$ cat config.mk
export PLATFORM = sky130hd
export DESIGN_NAME = sysopt_regs
export DESIGN_NICKNAME = d
export VERILOG_FILES = /design/src/rtl/sysopt_pkg.sv /design/src/rtl/sysopt_wonce_reg.sv /design/src/rtl/sysopt_lvd_ctl.sv /design/src/rtl/sysopt_rst_req.sv /design/src/rtl/sysopt_regs.sv
export SDC_FILE = /design/constraint.sdc
export NUM_CORES = 1
export LEC_CHECK = 0
export ABC_CLOCK_PERIOD_IN_PS = 1200
export BUFFER_PORTS_ARGS = -buffer_cell sky130_fd_sc_hd__buf_4
export CAP_MARGIN = 20
export CORE_MARGIN = 2
export CORE_UTILIZATION = 39
export DETAILED_ROUTE_END_ITERATION = 10
export GPL_TIMING_DRIVEN = 1
export PLACE_DENSITY_LB_ADDON = 0.2
export SETUP_SLACK_MARGIN = 0.3
export SYNTH_ARGS = -nofsm -noshare
export SYNTH_HDL_FRONTEND = slang
export SYNTH_SLANG_ARGS = --single-unit
$ cat constraint.sdc
create_clock -name clk -period 1.2 [get_ports clk]
set_input_delay 0 -clock clk [delete_from_list [all_inputs] [get_ports clk]]
set_output_delay 0 -clock clk [all_outputs]
set_load 0.02 [all_outputs]
$ cat src/rtl/sysopt_pkg.sv
package sysopt_pkg;
  localparam int unsigned DW     = 8;
  localparam int unsigned ADDR_W = 2;

  typedef enum logic [ADDR_W-1:0] {
    A_OPT  = 2'd0,
    A_FRC  = 2'd1,
    A_LVC  = 2'd2,
    A_NONE = 2'd3
  } reg_addr_e;

  localparam int unsigned FRC_BIT   = 0;
  localparam int unsigned CAUSE_BIT = 7;

  typedef struct packed {
    logic stop_en;
    logic rst_en;
    logic det_en;
  } lvd_ctl_t;

  localparam int unsigned LVC_W = $bits(lvd_ctl_t);
endpackage

$ cat src/rtl/sysopt_wonce_reg.sv
module sysopt_wonce_reg #(
  parameter int unsigned W       = 8,
  parameter logic [W-1:0] RST_VAL = '0,
  parameter logic [W-1:0] WMASK   = '1
) (
  input  logic         clk,
  input  logic         rst,
  input  logic         we,
  input  logic [W-1:0] wdata,
  output logic [W-1:0] q
);
  logic locked;

  always_ff @(posedge clk) begin
    if (rst) begin
      q      <= RST_VAL & WMASK;
      locked <= 1'b0;
    end else if (we && !locked) begin
      q      <= wdata & WMASK;
      locked <= 1'b1;
    end
  end
endmodule

$ cat src/rtl/sysopt_lvd_ctl.sv
module sysopt_lvd_ctl
  import sysopt_pkg::*;
#(
  parameter lvd_ctl_t RST_CTL = '{stop_en: 1'b0, rst_en: 1'b1, det_en: 1'b1}
) (
  input  logic             clk,
  input  logic             rst,
  input  logic             we,
  input  logic [LVC_W-1:0] wdata,
  input  logic             lv_i,
  input  logic             stop_i,
  output lvd_ctl_t         ctl_q,
  output logic             trip_o
);
  logic sense_on;

  always_ff @(posedge clk) begin
    if (rst) ctl_q <= RST_CTL;
    else if (we) ctl_q <= lvd_ctl_t'(wdata);
  end

  always_comb begin
    sense_on = ctl_q.det_en && (!stop_i || ctl_q.stop_en);
    trip_o   = sense_on && ctl_q.rst_en && lv_i;
  end
endmodule

$ cat src/rtl/sysopt_rst_req.sv
module sysopt_rst_req #(
  parameter int unsigned STRETCH = 4
) (
  input  logic clk,
  input  logic rst,
  input  logic por_i,
  input  logic dbg_fire,
  input  logic lvd_fire,
  output logic req_o,
  output logic cause_o
);
  localparam int unsigned CW = (STRETCH > 1) ? $clog2(STRETCH) : 1;
  localparam logic [CW-1:0] CNT_TOP = CW'(STRETCH - 1);

  logic [CW-1:0] cnt;

  always_ff @(posedge clk) begin
    if (rst) begin
      req_o   <= 1'b0;
      cnt     <= '0;
      cause_o <= por_i;
    end else if (dbg_fire || lvd_fire) begin
      req_o   <= 1'b1;
      cnt     <= CNT_TOP;
      cause_o <= lvd_fire;
    end else if (req_o) begin
      if (cnt == '0) req_o <= 1'b0;
      else cnt <= cnt - 1'b1;
    end
  end
endmodule

$ cat src/rtl/sysopt_regs.sv
module sysopt_regs
  import sysopt_pkg::*;
#(
  parameter logic [DW-1:0] OPT_RST  = 8'hD3,
  parameter logic [DW-1:0] OPT_MASK = 8'hF3,
  parameter int unsigned   STRETCH  = 4
) (
  input  logic              clk,
  input  logic              rst,
  input  logic              por_i,
  input  logic [ADDR_W-1:0] bus_addr,
  input  logic              bus_we,
  input  logic [DW-1:0]     bus_wdata,
  output logic [DW-1:0]     bus_rdata,
  input  logic              dbg_we,
  input  logic [DW-1:0]     dbg_wdata,
  input  logic              lv_i,
  input  logic              stop_i,
  output logic [DW-1:0]     opt_o,
  output logic              rst_req_o
);
  logic     local_rst;
  logic     user_we;
  logic     opt_we;
  logic     lvc_we;
  logic     dbg_fire;
  logic     lvd_trip;
  logic     cause;
  lvd_ctl_t lvd_ctl_q;
  logic [DW-1:0] rd_next;

  always_comb begin
    local_rst = rst || rst_req_o;
    user_we   = bus_we && !dbg_we;
    opt_we    = user_we && (reg_addr_e'(bus_addr) == A_OPT);
    lvc_we    = user_we && (reg_addr_e'(bus_addr) == A_LVC);
    dbg_fire  = dbg_we && dbg_wdata[FRC_BIT];
  end

  sysopt_wonce_reg #(
    .W       (DW),
    .RST_VAL (OPT_RST),
    .WMASK   (OPT_MASK)
  ) u_opt (
    .clk   (clk),
    .rst   (local_rst),
    .we    (opt_we),
    .wdata (bus_wdata),
    .q     (opt_o)
  );

  sysopt_lvd_ctl u_lvd (
    .clk    (clk),
    .rst    (local_rst),
    .we     (lvc_we),
    .wdata  (bus_wdata[LVC_W-1:0]),
    .lv_i   (lv_i),
    .stop_i (stop_i),
    .ctl_q  (lvd_ctl_q),
    .trip_o (lvd_trip)
  );

  sysopt_rst_req #(
    .STRETCH (STRETCH)
  ) u_req (
    .clk      (clk),
    .rst      (rst),
    .por_i    (por_i),
    .dbg_fire (dbg_fire),
    .lvd_fire (lvd_trip),
    .req_o    (rst_req_o),
    .cause_o  (cause)
  );

  always_comb begin
    rd_next = '0;
    unique case (reg_addr_e'(bus_addr))
      A_OPT: rd_next = opt_o;
      A_LVC: begin
        rd_next[LVC_W-1:0] = lvd_ctl_q;
        rd_next[CAUSE_BIT] = cause;
      end
      default: rd_next = '0;
    endcase
  end

  always_ff @(posedge clk) begin
    if (rst) bus_rdata <= '0;
    else bus_rdata <= rd_next;
  end
endmodule

### Yosys cells after proc, flatten, opt, wreduce, memory -nomap -nowiden

Cells that the tools add are included.

* add/subtract/negate cells: 1
* reductions and logical operators: 20
* equality and inequality tests: 2
* multiplexer cells: 10
* bitwise operators: 1

Operator list (count)
* logical AND 1 bit: 8
* two-way mux 2 bit: 3
* one-hot mux 3 bit (2 select lines): 1
* two-way mux 1 bit: 5
* zero test 2 bit: 2
* nonzero test 2 bit: 2
* zero test 1 bit: 3
* logical OR 1 bit: 3
* equality test 2 bit (second input constant): 1
* inequality test 2 x 1 -> 1 bit (second input constant): 1
* one-hot mux 1 bit (2 select lines): 1
* AND reduction 2 bit: 1
* OR reduction 2 bit: 1
* subtractor 2 x 1 -> 2 bit (second input constant): 1
* inverter 1 bit: 1

* word-level logic and storage cells: 44
* bits of input ports: 25
* register bits after elaboration: 21
* output and inout port bits: 17

### Depth between registers and ports, before layout

* word-level depth: 8
* mapped depth: 5
* gate-level depth less buffers: 5

### Cells and area by module

Synthesis repeated with hierarchy kept, for this count alone.

* cells, all modules: 88
* area total of the unflattened synthesis: 925.9 um^2

Modules (own cells, without submodules)
* sysopt_regs: area an instance 310.3 um^2, cells an instance 26, instances 1, seq. area each 160.2 um^2
* sysopt_wonce_reg: area an instance 306.5 um^2, cells an instance 33, instances 1, seq. area each 140.1 um^2
* sysopt_rst_req: area an instance 191.4 um^2, cells an instance 17, instances 1, seq. area each 90.1 um^2
* sysopt_lvd_ctl: area an instance 117.6 um^2, cells an instance 12, instances 1, seq. area each 60.1 um^2

### Least setup slack after synthesis

OpenSTA, ideal clock, no wires.

* path kind: reg-to-reg
* from: reg u_req.cnt[0]
* to: reg u_req.cnt[1]
* required time: 1.130 ns
* buffers on the path: 0
* clock period less this slack: 1.267 ns
* stages on the path, launching flop included: 6
* library setup time: 0.070 ns
* arrival time: 1.197 ns
* setup slack: -0.067 ns
* cell sequence: dfxtp_1 > inv_1 > ha_1 > nor2b_1 > mux2_1 > a21oi_1

* word-level cells in the longest chain between the ends: 4
* elaborated cells on any way between the ends: 7
* classes of those cells: add/sub (1); eq/ne (1); mux (3); reduce/logical (2)

RTL lines
* from (decl): line sysopt_rst_req.sv:15 `logic [CW-1:0] cnt;`
* from (signal assigned): line sysopt_rst_req.sv:28 `else cnt <= cnt - 1'b1;`
* subtractor 2 x 1 -> 2 bit: line sysopt_rst_req.sv:28
* two-way mux 2 bit: line sysopt_rst_req.sv:27 `if (cnt == '0) req_o <= 1'b0;`
* two-way mux 2 bit: line sysopt_rst_req.sv:26 `end else if (req_o) begin`
* two-way mux 2 bit: line sysopt_rst_req.sv:22 `end else if (dbg_fire || lvd_fire) begin`

Parallel ways exist; a longest one is shown, timed or not. The select of a mux whose other input is x is not followed.
A chain may end at the register's enable or synchronous reset.

### Worst setup path in the final report

Ends and elaborated chain as after synthesis.

==> results.md <==
- Status: complete, but fails checks
- Failing checks: negative hold slack
- Post-synth EDFFs: 1
- Vias: 799
- DRT antenna net count: 0
- Diodes inserted: 0
- Library cells used by synthesis: 27
- Fin crit share: 96.4%
- Largest family of logic cells by synthesized area: simple AND/OR/NAND/NOR gates
- Synthesized flop and latch total: 21
- Longest Clk Path Bufs: 2
- CP peak stage delay: 360 ps
- IO Pins: 42
- Compound-Gate Fraction of Synth Area: 8.44%
- Syn_area_per_cell: 9.77 um2
- IO buf count: 30
- Pre-CTS WS: 73.8 ps
- Static Leakage: 0.556 nW
- VDD IR max: 0.657 mV
- Wirelength, routed: 2080 um
- First-pass GRT wire length: 3310 um
- Worst-path maximum fanout: 2
- Via-to-Cell Ratio: 4.96
- Rows: 16
- Mapped Cells: 88
- Fraction of the mapped netlist area in adder cells: 1.46%
- CTS tree: done
- Fin nets: 161
- Post-Synth XOR/XNOR Area: 1.02%
- Critical path class: flop to flop
- CTS clk-pin slew, worst paths: 110 ps
- Final Hold Viols: 7
- Htree depth: 1
- Max-cap violations: 0
- R2R setup slack: 40 ps
- Root Buffer: clkbuf_4
- CP Cell Sequence: inv_2 -> ha_4 -> nor2b_4 -> mux2_4 -> a21oi_2
- Register area share after synthesis: 50.1%
- HP Class: input pin to flop
- Worst r2r dst: u_req.cnt[1]$_SDFFE_PP0P_
- Worst setup path start: u_req.cnt[0]$_SDFFE_PP0P_
- Cell Area, Synth: 860 um2
- WP data required: 1440 ps
- GR Util All Layers: 17.1%
- Die Wd: 50.9 um
- DP HPWL: 1420 um
- Commonest non-fill, non-tap cell in the layout: buf_4
- Clock latency on the worst-skew pair: 310 ps
- Placed Instances: 144
- Setup ws final: 43.1 ps
- GPL Wtd Cong: 0.745
- Worst Path Arrival: 1390 ps
- Syn-to-layout area delta: 52.7%
- Core Region: 2020 um2
- Worst r2r src: u_req.cnt[0]$_SDFFE_PP0P_
- Crit path capture: u_req.cnt[1]$_SDFFE_PP0P_
- Endpoints failing setup: 0
- Vias in the first global route: 728
- # fillers: 172
- Unrepaired setup endpoints after global routing: yes
- Share of cells above drive strength 1: 47.8%
- Max-slew violations: 0
- Die ar.: 2600 um2
- Largest net degree at the start of global routing: 14
- Hold WS: -65.2 ps
- DRT Pass-1 Iters: 4
- Number of antenna violations at the first check in global routing: 0
- Pwr dens: 1070 nW/um2
- Fraction of synthesized area in multiplexers: 8.30%
- Setup TNS: 0 ps
- Asr flop ratio synth: 0%
- Power, Total: 1.41 mW
- Remaining DRCs: 0
- Cts-stage hold buffer count: 9
- Worst setup EP type: flop
- FMAX: 864 MHz
- Post-Synth Simple-Gate Area: 24.0%
- Wirelength per Cell: 12.9 um
- Final Skew: 14.8 ps
- Synth Flop Type: dfxtp_1
- Initial core utilization: 42.5%
- Most frequent cells in the layout: buf_4, dfxtp_1, nand3_1
- Slowest cell on the critical path: dfxtp_2
- Remaining global-route overflow: 0
- Die height: 50.9 um
- FF-to-FF path depth: 5
- Final cell count without fillers: 161
- Syn. warnings: 0
- Worst setup SP type: flop
- Post-route minimum period: 1160 ps
- Total CTS buffers: 3
- Sink Count: 21
- DR iter-0 viols: 5
[through the flow]
| stage | cell area, um2 | utilization (%) |
|---|---|---|
| after floorplan | 915 | - |
| after global placement | 1150 | 57.1 |
| after detailed placement | 1150 | 57.1 |
| after CTS | 1310 | 64.7 |
| after global routing | 1310 | 64.9 |
| final | 1310 | 64.9 |
[repair_timing]
action / 4_1_cts / 5_1_grt
endpoints found under the setup margin: 9 / 7
gates resized for setup: 4 / 4
pin swaps: 2 / 0
hold endpoints to repair: 17 / 7
setup buffers: 4 / 0
[worst min-delay path by stage]
stage,from,endpoint,slack [ps],cells past startpoint
after global placement,bus_wdata[0],u_lvd.ctl_q[0]$_SDFFE_PP1P_,230,3
after CTS,rst,u_req.cnt[1]$_SDFFE_PP0P_,-70,2
after floorplan,bus_wdata[0],u_lvd.ctl_q[0]$_SDFFE_PP1P_,130,2
final,rst,u_req.cnt[1]$_SDFFE_PP0P_,-70,2
after global routing,rst,u_req.cnt[1]$_SDFFE_PP0P_,-60,2
after detailed placement,bus_wdata[1],u_lvd.ctl_q[1]$_SDFFE_PP1P_,230,3
[synthesized netlist by cell type (all sizes together) (2+ instances only)]
cell type | instances | share of area, %
nor3 | 5 | 2.9
mux2i | 6 | 7.0
buf | 5 | 4.5
nand3 | 11 | 6.4
inv | 3 | 1.3
nand2 | 5 | 2.2
dfxtp | 20 | 47
a21oi | 6 | 3.5
nand2b | 2 | 1.5
o21ai | 7 | 4.1
nor2 | 2 | 0.87
and2 | 3 | 2.2
[registers in the layout, summed over array words and instances (netlist names)]
register       flops
bus_rdata          7
u_opt.q            6
u_lvd.ctl_q        3
u_req.cnt          2
u_opt.locked       1
u_req.cause_o      1
u_req.req_o        1
[cell type report]
| type | instances | area, um2 | share of cell area, % |
|---|---|---|---|
| Clock buffer | 3 | 22.5 | 1.72 |
| Clock inverter | 1 | 6.26 | 0.477 |
| Inverter | 3 | 11.3 | 0.858 |
| Multi-Input combinational cell | 60 | 430 | 32.8 |
| Sequential cell | 21 | 440 | 33.6 |
| Tap cell | 27 | 33.8 | 2.57 |
| Timing Repair Buffer | 46 | 368 | 28.0 |
[power by group]
part | total, mW | internal [mW] | switching, mW | leakage, nW
logic | 0.302 | 0.163 | 0.138 | 0.363
registers | 0.756 | 0.737 | 0.0185 | 0.175
clock network | 0.353 | 0.129 | 0.224 | 0.0183
[cell families after synthesis]
family | after synthesis
AO/OA/AOI/OAI | 14
XOR/XNOR | 1
adder cells (fa/ha/maj) | 1
buffers and inverters | 9
flip-flops | 21
multiplexers | 7
other | 1
AND/OR/NAND/NOR | 34
[worst max-delay path: cells and delay by family, from the launching register on]
kind                       cells  cell delay [ps]
and+or+nand+nor                1              120
AOI/OAI and AO/OA              1              110
buffers and inverters          1               50
muxes                          1              310
adders and majority gates      1              160
DFF                            1              360
[per-layer routing]
layer	vias up	track usage [%]	wire length, um	share of wire (%)
met5	-	0	0	0
met4	0	5.41	0	0
met3	0	2.92	109	5.2
met2	21	29.2	1040	50
met1	383	21.7	924	44
li1	395	-	-	-
(Power assumes the default switching activity.)
